File: config.mk
export PLATFORM = sky130hd
export DESIGN_NAME = etu_watchdog_timer
export DESIGN_NICKNAME = d
export VERILOG_FILES = /design/src/rtl/etu_pkg.sv /design/src/rtl/etu_reload_reg.sv /design/src/rtl/etu_down_counter.sv /design/src/rtl/etu_timeout_flag.sv /design/src/rtl/etu_guard_counter.sv /design/src/rtl/etu_watchdog_timer.sv
export SDC_FILE = /design/constraint.sdc
export NUM_CORES = 1
export LEC_CHECK = 0
export BUFFER_PORTS_ARGS = -buffer_cell sky130_fd_sc_hd__buf_2
export CAP_MARGIN = 20
export CORE_MARGIN = 2
export CORE_UTILIZATION = 23
export DETAILED_ROUTE_END_ITERATION = 6
export HOLD_SLACK_MARGIN = 0.12
export PLACE_DENSITY = 0.5
export SLEW_MARGIN = 10
export SYNTH_ARGS = -nofsm -noshare
export SYNTH_HDL_FRONTEND = slang
export SYNTH_SLANG_ARGS = --single-unit
export TNS_END_PERCENT = 100
File: constraint.sdc
create_clock -name clk -period 6.4 [get_ports clk]
set_input_delay 0.32 -clock clk [delete_from_list [all_inputs] [get_ports clk]]
set_output_delay 0.32 -clock clk [all_outputs]
set_load 0.02 [all_outputs]
File: src/rtl/etu_pkg.sv
package etu_pkg;

  localparam int unsigned ETU_CNT_W_DEF = 24;
  localparam int unsigned GUARD_T0_DEF  = 16;
  localparam int unsigned GUARD_T1_DEF  = 22;

  // Larger of two guard lengths, used to size the guard counter.
  function automatic int unsigned max_len(input int unsigned a, input int unsigned b);
    return (a > b) ? a : b;
  endfunction

  // A tick that meets a count of one or zero ends the period.
  function automatic logic is_last_unit(input logic [ETU_CNT_W_DEF-1:0] cnt);
    return (cnt <= 1);
  endfunction

endpackage

File: src/rtl/etu_reload_reg.sv
module etu_reload_reg #(
  parameter int unsigned W = 24
) (
  input  logic         clk,
  input  logic         rst_n,
  input  logic         we,
  input  logic [W-1:0] din,
  output logic [W-1:0] q
);
  always_ff @(posedge clk or negedge rst_n) begin
    if (!rst_n)  q <= '0;
    else if (we) q <= din;
  end
endmodule

File: src/rtl/etu_down_counter.sv
module etu_down_counter #(
  parameter int unsigned W = 24
) (
  input  logic         clk,
  input  logic         rst_n,
  input  logic         tick,
  input  logic         load,
  input  logic         halt,
  input  logic         auto_reload,
  input  logic [W-1:0] reload_q,
  output logic [W-1:0] count,
  output logic         running,
  output logic         expire
);
  logic last_unit;

  assign last_unit = (count <= W'(1));
  assign expire    = running && tick && !halt && !load && last_unit;

  always_ff @(posedge clk or negedge rst_n) begin
    if (!rst_n) begin
      count   <= '0;
      running <= 1'b0;
    end else if (halt) begin
      running <= 1'b0;
    end else if (load) begin
      count   <= reload_q;
      running <= 1'b1;
    end else if (expire) begin
      if (auto_reload) begin
        count <= reload_q;
      end else begin
        count   <= '0;
        running <= 1'b0;
      end
    end else if (running && tick) begin
      count <= count - W'(1);
    end
  end
endmodule

File: src/rtl/etu_timeout_flag.sv
module etu_timeout_flag (
  input  logic clk,
  input  logic rst_n,
  input  logic expire,
  input  logic clr,
  output logic flag,
  output logic irq
);
  always_ff @(posedge clk or negedge rst_n) begin
    if (!rst_n) begin
      flag <= 1'b0;
      irq  <= 1'b0;
    end else begin
      irq <= expire;
      if (expire)   flag <= 1'b1;
      else if (clr) flag <= 1'b0;
    end
  end
endmodule

File: src/rtl/etu_guard_counter.sv
module etu_guard_counter #(
  parameter int unsigned T0_LEN = 16,
  parameter int unsigned T1_LEN = 22
) (
  input  logic clk,
  input  logic rst_n,
  input  logic tick,
  input  logic arm,
  input  logic proto_t1,
  output logic tx_ready
);
  localparam int unsigned GW = $clog2(etu_pkg::max_len(T0_LEN, T1_LEN) + 1);

  logic [GW-1:0] len;
  logic [GW-1:0] gcnt;

  generate
    if (T0_LEN == T1_LEN) begin : g_single
      assign len = GW'(T0_LEN);
    end else begin : g_dual
      assign len = proto_t1 ? GW'(T1_LEN) : GW'(T0_LEN);
    end
  endgenerate

  always_ff @(posedge clk or negedge rst_n) begin
    if (!rst_n)                      gcnt <= '0;
    else if (arm)                    gcnt <= len;
    else if (tick && gcnt != '0)     gcnt <= gcnt - GW'(1);
  end

  assign tx_ready = (gcnt == '0);
endmodule

File: src/rtl/etu_watchdog_timer.sv
module etu_watchdog_timer #(
  parameter int unsigned CNT_W    = etu_pkg::ETU_CNT_W_DEF,
  parameter int unsigned GUARD_T0 = etu_pkg::GUARD_T0_DEF,
  parameter int unsigned GUARD_T1 = etu_pkg::GUARD_T1_DEF
) (
  input  logic             clk,
  input  logic             rst_n,
  input  logic             etu_tick,
  input  logic             start_edge,
  input  logic             sw_start,
  input  logic             sw_stop,
  input  logic             arm_on_edge,
  input  logic             auto_reload,
  input  logic             reload_we,
  input  logic [CNT_W-1:0] reload_val,
  input  logic             flag_clr,
  input  logic             rx_char_done,
  input  logic             proto_t1,
  output logic [CNT_W-1:0] count,
  output logic             running,
  output logic             timeout_flag,
  output logic             timeout_irq,
  output logic             tx_ready
);
  logic [CNT_W-1:0] reload_q;
  logic             load_evt;
  logic             expire_evt;

  // Stop dominates any start request in the same cycle.
  assign load_evt = !sw_stop && (sw_start || (arm_on_edge && start_edge));

  etu_reload_reg #(.W(CNT_W)) u_reload (
    .clk(clk), .rst_n(rst_n), .we(reload_we), .din(reload_val), .q(reload_q)
  );

  etu_down_counter #(.W(CNT_W)) u_cnt (
    .clk(clk), .rst_n(rst_n), .tick(etu_tick), .load(load_evt), .halt(sw_stop),
    .auto_reload(auto_reload), .reload_q(reload_q),
    .count(count), .running(running), .expire(expire_evt)
  );

  etu_timeout_flag u_flag (
    .clk(clk), .rst_n(rst_n), .expire(expire_evt), .clr(flag_clr),
    .flag(timeout_flag), .irq(timeout_irq)
  );

  etu_guard_counter #(.T0_LEN(GUARD_T0), .T1_LEN(GUARD_T1)) u_guard (
    .clk(clk), .rst_n(rst_n), .tick(etu_tick), .arm(rx_char_done),
    .proto_t1(proto_t1), .tx_ready(tx_ready)
  );
endmodule

# Yosys cells after proc, flatten, opt, wreduce, memory -nomap -nowiden
# Cells that the tools add are included.
dict set report op_classes {
  n_shift 0
  n_addsub 2
  n_reduce_logical 18
  magnitude_cmp 1
  n_bitwise 1
  div 0
  n_eq_ne 1
  multipliers 0
  muxes 13
}
# operator n
set op_table {}
lappend op_table {{$mux W24} 4}
lappend op_table {{$le A24 B1 Y1 const B} 1}
lappend op_table {{$sub A24 B1 Y24 const B} 1}
lappend op_table {{$mux W5} 2}
lappend op_table {{$logic_and A1 B1 Y1} 7}
lappend op_table {{$mux W1} 6}
lappend op_table {{$reduce_bool A3 Y1} 2}
lappend op_table {{$logic_not A5 Y1} 1}
lappend op_table {{$reduce_bool A5 Y1} 1}
lappend op_table {{$sub A5 B1 Y5 const B} 1}
lappend op_table {{$reduce_and A2 Y1} 2}
lappend op_table {{$reduce_bool A2 Y1} 2}
lappend op_table {{$mux W3} 1}
lappend op_table {{$ne A3 B2 Y1 const B} 1}
lappend op_table {{$logic_not A1 Y1} 2}
lappend op_table {{$logic_or A1 B1 Y1} 1}
lappend op_table {{$not A1 Y1} 1}
dict set report word_totals {
  register_bits 56
  ram_bits 0
  n_memories 0
  latchBits 0
  mem_bits_ro 0
  word_cells 42
  in_bits 36
  out_inout_bits 28
}

# Logic depth before layout (Yosys ltp)
dict set report logic_depth {
  depth_word 9
  depth_mapped 10
  ltp_nobuf 10
}

# Cells and area by module
# A second synthesis with hierarchy kept.
dict set report hier_totals {
  hier_cells 294
  hier_area_um2 3123.0
}
# mod area_each_um2 cells_each seq_area_each_um2 n_inst
set by_module_without_submodules {}
lappend by_module_without_submodules {etu_down_counter 1770.4 207 625.6 1}
lappend by_module_without_submodules {etu_reload_reg 997.2 51 600.6 1}
lappend by_module_without_submodules {etu_guard_counter 285.3 30 125.1 1}
lappend by_module_without_submodules {etu_timeout_flag 61.3 4 50.0 1}
lappend by_module_without_submodules {etu_watchdog_timer 8.8 2 0.0 1}

# Least setup slack after synthesis
# Ideal clock, no wire load.
dict set report synth_timing {
  path_kind {register to register}
  startpoint {register u_cnt.count[0]}
  endpoint {register u_cnt.count[20]}
  t_required_ps 6274
  slack_ps 3982
  setup_time_ps 126
  n_path_buf 1
  stages_incl_launch_ff 10
  arrival_time_ps 2292
  cell_sequence {dfrtp_1 inv_1 ha_1 nor2_1 or4_4 o41ai_4 or2_4 buf_8 nor3_1 a221o_1}
}
dict set report synth_between {
  elab_chain_cells 4
  elab_cells_between_ends 8
  cone_classes {add/sub: 1; order compare: 1; mux: 3; reduce/logical: 3}
}
# element line_no
set synth_lines {}
lappend synth_lines {{start: declaration} etu_down_counter.sv:11} ;# output logic [W-1:0] count,
lappend synth_lines {{start signal: assignment} etu_down_counter.sv:27} ;# count <= reload_q;
lappend synth_lines {{start signal: assignment} etu_down_counter.sv:31} ;# count <= reload_q;
lappend synth_lines {{start signal: assignment} etu_down_counter.sv:37} ;# count <= count - W'(1);
lappend synth_lines {{$sub A24 B1 Y24 / $le A24 B1 Y1 (equally long branches)} {etu_down_counter.sv:37, etu_down_counter.sv:17}}
lappend synth_lines {{$mux W24 / $logic_and A1 B1 Y1 (equally long branches)} {etu_down_counter.sv:36, etu_down_counter.sv:18}}
lappend synth_lines {{$mux W24 / $reduce_bool A3 Y1 (equally long branches)} --}
lappend synth_lines {{$mux W24 / $reduce_and A2 Y1 (equally long branches)} --}
# Several ways; a longest one is shown, not always the timed one. The select of a mux whose other input is x is not followed.
# A chain may end at the register's enable or synchronous reset.

# Worst setup path after layout
dict set report layout_timing {
  startpoint {register u_cnt.count[0]}
  endpoint {register u_cnt.count[9]}
}
# The elaborated chain is that of the path after synthesis.

==> impl_metrics.py <==
metrics = {
    "clock_network": {
        "clock_sinks": 56,
        "cts_inserted_buffers": 5,
        "postCtsHoldBufs": 0,
        "cts_tree": "yes",
        "root_buffer": "clkbuf_16",
        "cts_setup_buffers": 0,
        "cts_buffer_depth": 2,
        "cts-resized-gates": 0,
        "htree_levels": 2,
        "clock_latency_ns": 0.29,
        "path_clk_slew_ns": 0.07,
    },
    "critical_path": {
        "crit_fanout": 22,
        "startpoint_type": "register",
        "critical_path_required_ns": 6.59,
        "r2r_cells": 8,
        "arrival_ns": 3.02,
        "criticalPathCategory": "reg2reg",
        "end_kind": "register",
        "reg2reg_from": "u_cnt.count[0]",
        "rrSetupSlack_ns": 3.57,
        "reg2reg_to": "u_cnt.count[9]",
    },
    "yosys": {
        "synth-simple-area-share_pct": 17.9,
        "synthTopCellsByArea": "dfrtp_1, mux2_2, a221o_1",
        "synth_top_area_cell": "dfrtp_1",
        "synth_xor_xnor_area_share_pct": 2.14,
        "synth_fp_nets": 307,
        "ys_async_sr_fraction_pct": 100,
        "yosysTopAreaCellShare_pct": 48.9,
        "netlist_instances": 267,
        "synth_area_um2": 2870,
        "synth_ff_type": "dfrtp_1",
        "synth_edf_count": 0,
        "seq_area_frac_synth_pct": 48.9,
        "synth-compound-area-share_pct": 16.3,
        "synthAdderAreaFrac_pct": 1.75,
        "ys_seq_elements": 56,
        "synth_top_family_by_area": "simple AND/OR/NAND/NOR gates",
        "postSynthAreaPerCell_um2": 10.7,
        "synth.distinct_cells": 49,
        "synthMuxAreaShare_pct": 10.2,
        "yosysWarnings": 0,
    },
    "route": {
        "vias": 2332,
        "vias_per_cell": 4.67,
        "drt_wl_total_um": 7670,
        "postRouteAntennaNets": 0,
        "routedWlPerCell_um": 15.4,
        "drc_errors": 0,
        "dr.pass1.iters": 4,
        "drt-initial-drc-count": 128,
    },
    "layout": {
        "finalNonFillerCells": 499,
        "finish.instance_area_um2": 3510,
        "drive_gt1_share_pct": 33.8,
        "antenna_cells": 0,
        "fillers": 1320,
        "nNetsFinal": 370,
        "final_util_pct": 29.0,
        "synthToLayoutAreaGrowth_pct": 22.3,
    },
    "timing": {
        "rsz0062_at_grt": "false",
        "period_needed_ns": 2.83,
        "drv_slew": 0,
        "setup_viol": 0,
        "relSlewSlack_pct": 42.7,
        "max_freq_ghz": 0.353,
        "worst_slew_pin_slew_ns": 0.860,
        "worst_slack_ns": 3.57,
        "fin_hold_ws_ns": 0.145,
        "fin_setup_tns_ns": 0,
        "finClkSkew_ns": 0.00422,
        "post-route-period-util_pct": 44.2,
        "hold_violations": 0,
    },
    "floorplan": {
        "num_rows": 40,
        "start_util_pct": 23.7,
        "io_pins": 64,
        "die_h_um": 116,
        "dieArea_um2": 13400,
        "die_w_um": 116,
        "core_um2": 12100,
    },
    "grt": {
        "track_usage_pct": 11.9,
        "grt_overflow": 0,
        "first_global_vias": 2371,
        "grt_pass1_wl_um": 12500,
        "antenna_found_initial": 0,
        "grt_max_degree": 57,
    },
    "placement": {
        "dp.cells": 491,
        "placed_area_um2": 3360,
        "dp_hpwl_um": 5500,
        "port-buffer-count": 63,
        "dpl_worst_slack_ns": 3.55,
        "gp_routability_congestion": 0.863,
    },
    "power_and_ir_drop": {
        "ir_drop_mv": 0.120,
        "power.leakage_nw": 1.45,
        "power.density_nw_per_um2": 285,
        "finalPower_mw": 1.00,
    },
    "hold_path": {
        "hold_class": "in2async",
    },
    "job": {
        "drv_cap": 0,
    },
    "run_status": {
        "status": "completed",
    },
}
[layout by cell type (no fill, tap or decap), types with 6 or more instances in the layout]
master and instances:
nor3_1 16, o21ai_0 11, a221o_1 11, dfrtp_1 56
inv_1 6, nor2_1 20, o21ai_1 13, mux2_2 26
buf_2 63, a21oi_1 12, nand2_1 20
[layout make-up]
| cell class | instances | area [µm²] | area share [%] |
|---|---|---|---|
| Sequential cell | 56 | 1400 | 39.9 |
| Multi-Input combinational cell | 194 | 1380 | 39.4 |
| Timing Repair Buffer | 66 | 338 | 9.63 |
| Tap cell | 168 | 210 | 5.99 |
| Clock buffer | 6 | 139 | 3.96 |
| Inverter | 7 | 26.3 | 0.749 |
| Clock inverter | 2 | 10.0 | 0.285 |
[how the worst max path moves through the flow]
stage / startpoint / endpoint / slack [ns]
4_1_cts: u_cnt.count[1] / u_cnt.count[7] / 3.54
3_5_place_dp: u_cnt.count[1] / u_cnt.count[8] / 3.55
5_1_grt: u_cnt.count[1] / u_cnt.count[12] / 3.35
3_3_place_gp: u_cnt.count[1] / u_cnt.count[7] / 3.56
2_1_floorplan: u_cnt.count[0] / u_cnt.count[20] / 3.98
6_report: u_cnt.count[0] / u_cnt.count[9] / 3.57
[logic make-up (layout without fill, tap and decap cells)]
logic type / after synthesis / in the layout
AND/OR/NAND/NOR: 91 / 91
multiplexers: 26 / 26
flip-flops: 56 / 56
buffers and inverters: 17 / 81
adder cells (fa/ha/maj): 4 / 4
AO/OA/AOI/OAI: 66 / 66
XOR/XNOR: 7 / 7
[Yosys cell counts, types with 3 or more instances]
master    count
o311ai_1      3
or3_1         4
xnor2_1       5
a221o_1      11
nand2_1      20
clkbuf_1      5
a22oi_1       3
nor4_1        5
inv_1         6
buf_2         3
nor3_1       16
nor2_1       20
o21ai_0      11
dfrtp_1      56
o21ai_1      13
a21oi_1      12
nand3_1       5
mux2_2       26
ha_1          4
[power by group]
group	internal, mW	switching, mW	leakage, nW
registers	0.407	0.0724	0.653
logic	0.102	0.141	0.722
clock network	0.155	0.123	0.0766
total	0.664	0.336	1.45
[critical path, cell delays in order (launching register included)]
cell	delay [ns]
dfrtp_1	0.42
inv_1	0.11
ha_1	0.26
nor2_1	0.07
or4_4	0.51
nor3_2	0.30
a41o_1	0.79
nand2_1	0.13
o311ai_1	0.12
[state kept, by name, indices dropped and copies added, names as in the netlist]
name           flops
u_cnt.count       24
u_flag.irq         1
u_guard.gcnt       5
u_cnt.running      1
u_flag.flag        1
u_reload.q        24
[per-layer routing]
metal | wire length [µm] | share of wire, % | GRT usage (%)
met5 | 0 | 0 | 0
met4 | 97 | 1.3 | 3.10
met3 | 356 | 4.6 | 2.82
met2 | 3530 | 46 | 18.7
met1 | 3690 | 48 | 16.5
(Power assumes the default switching activity.)
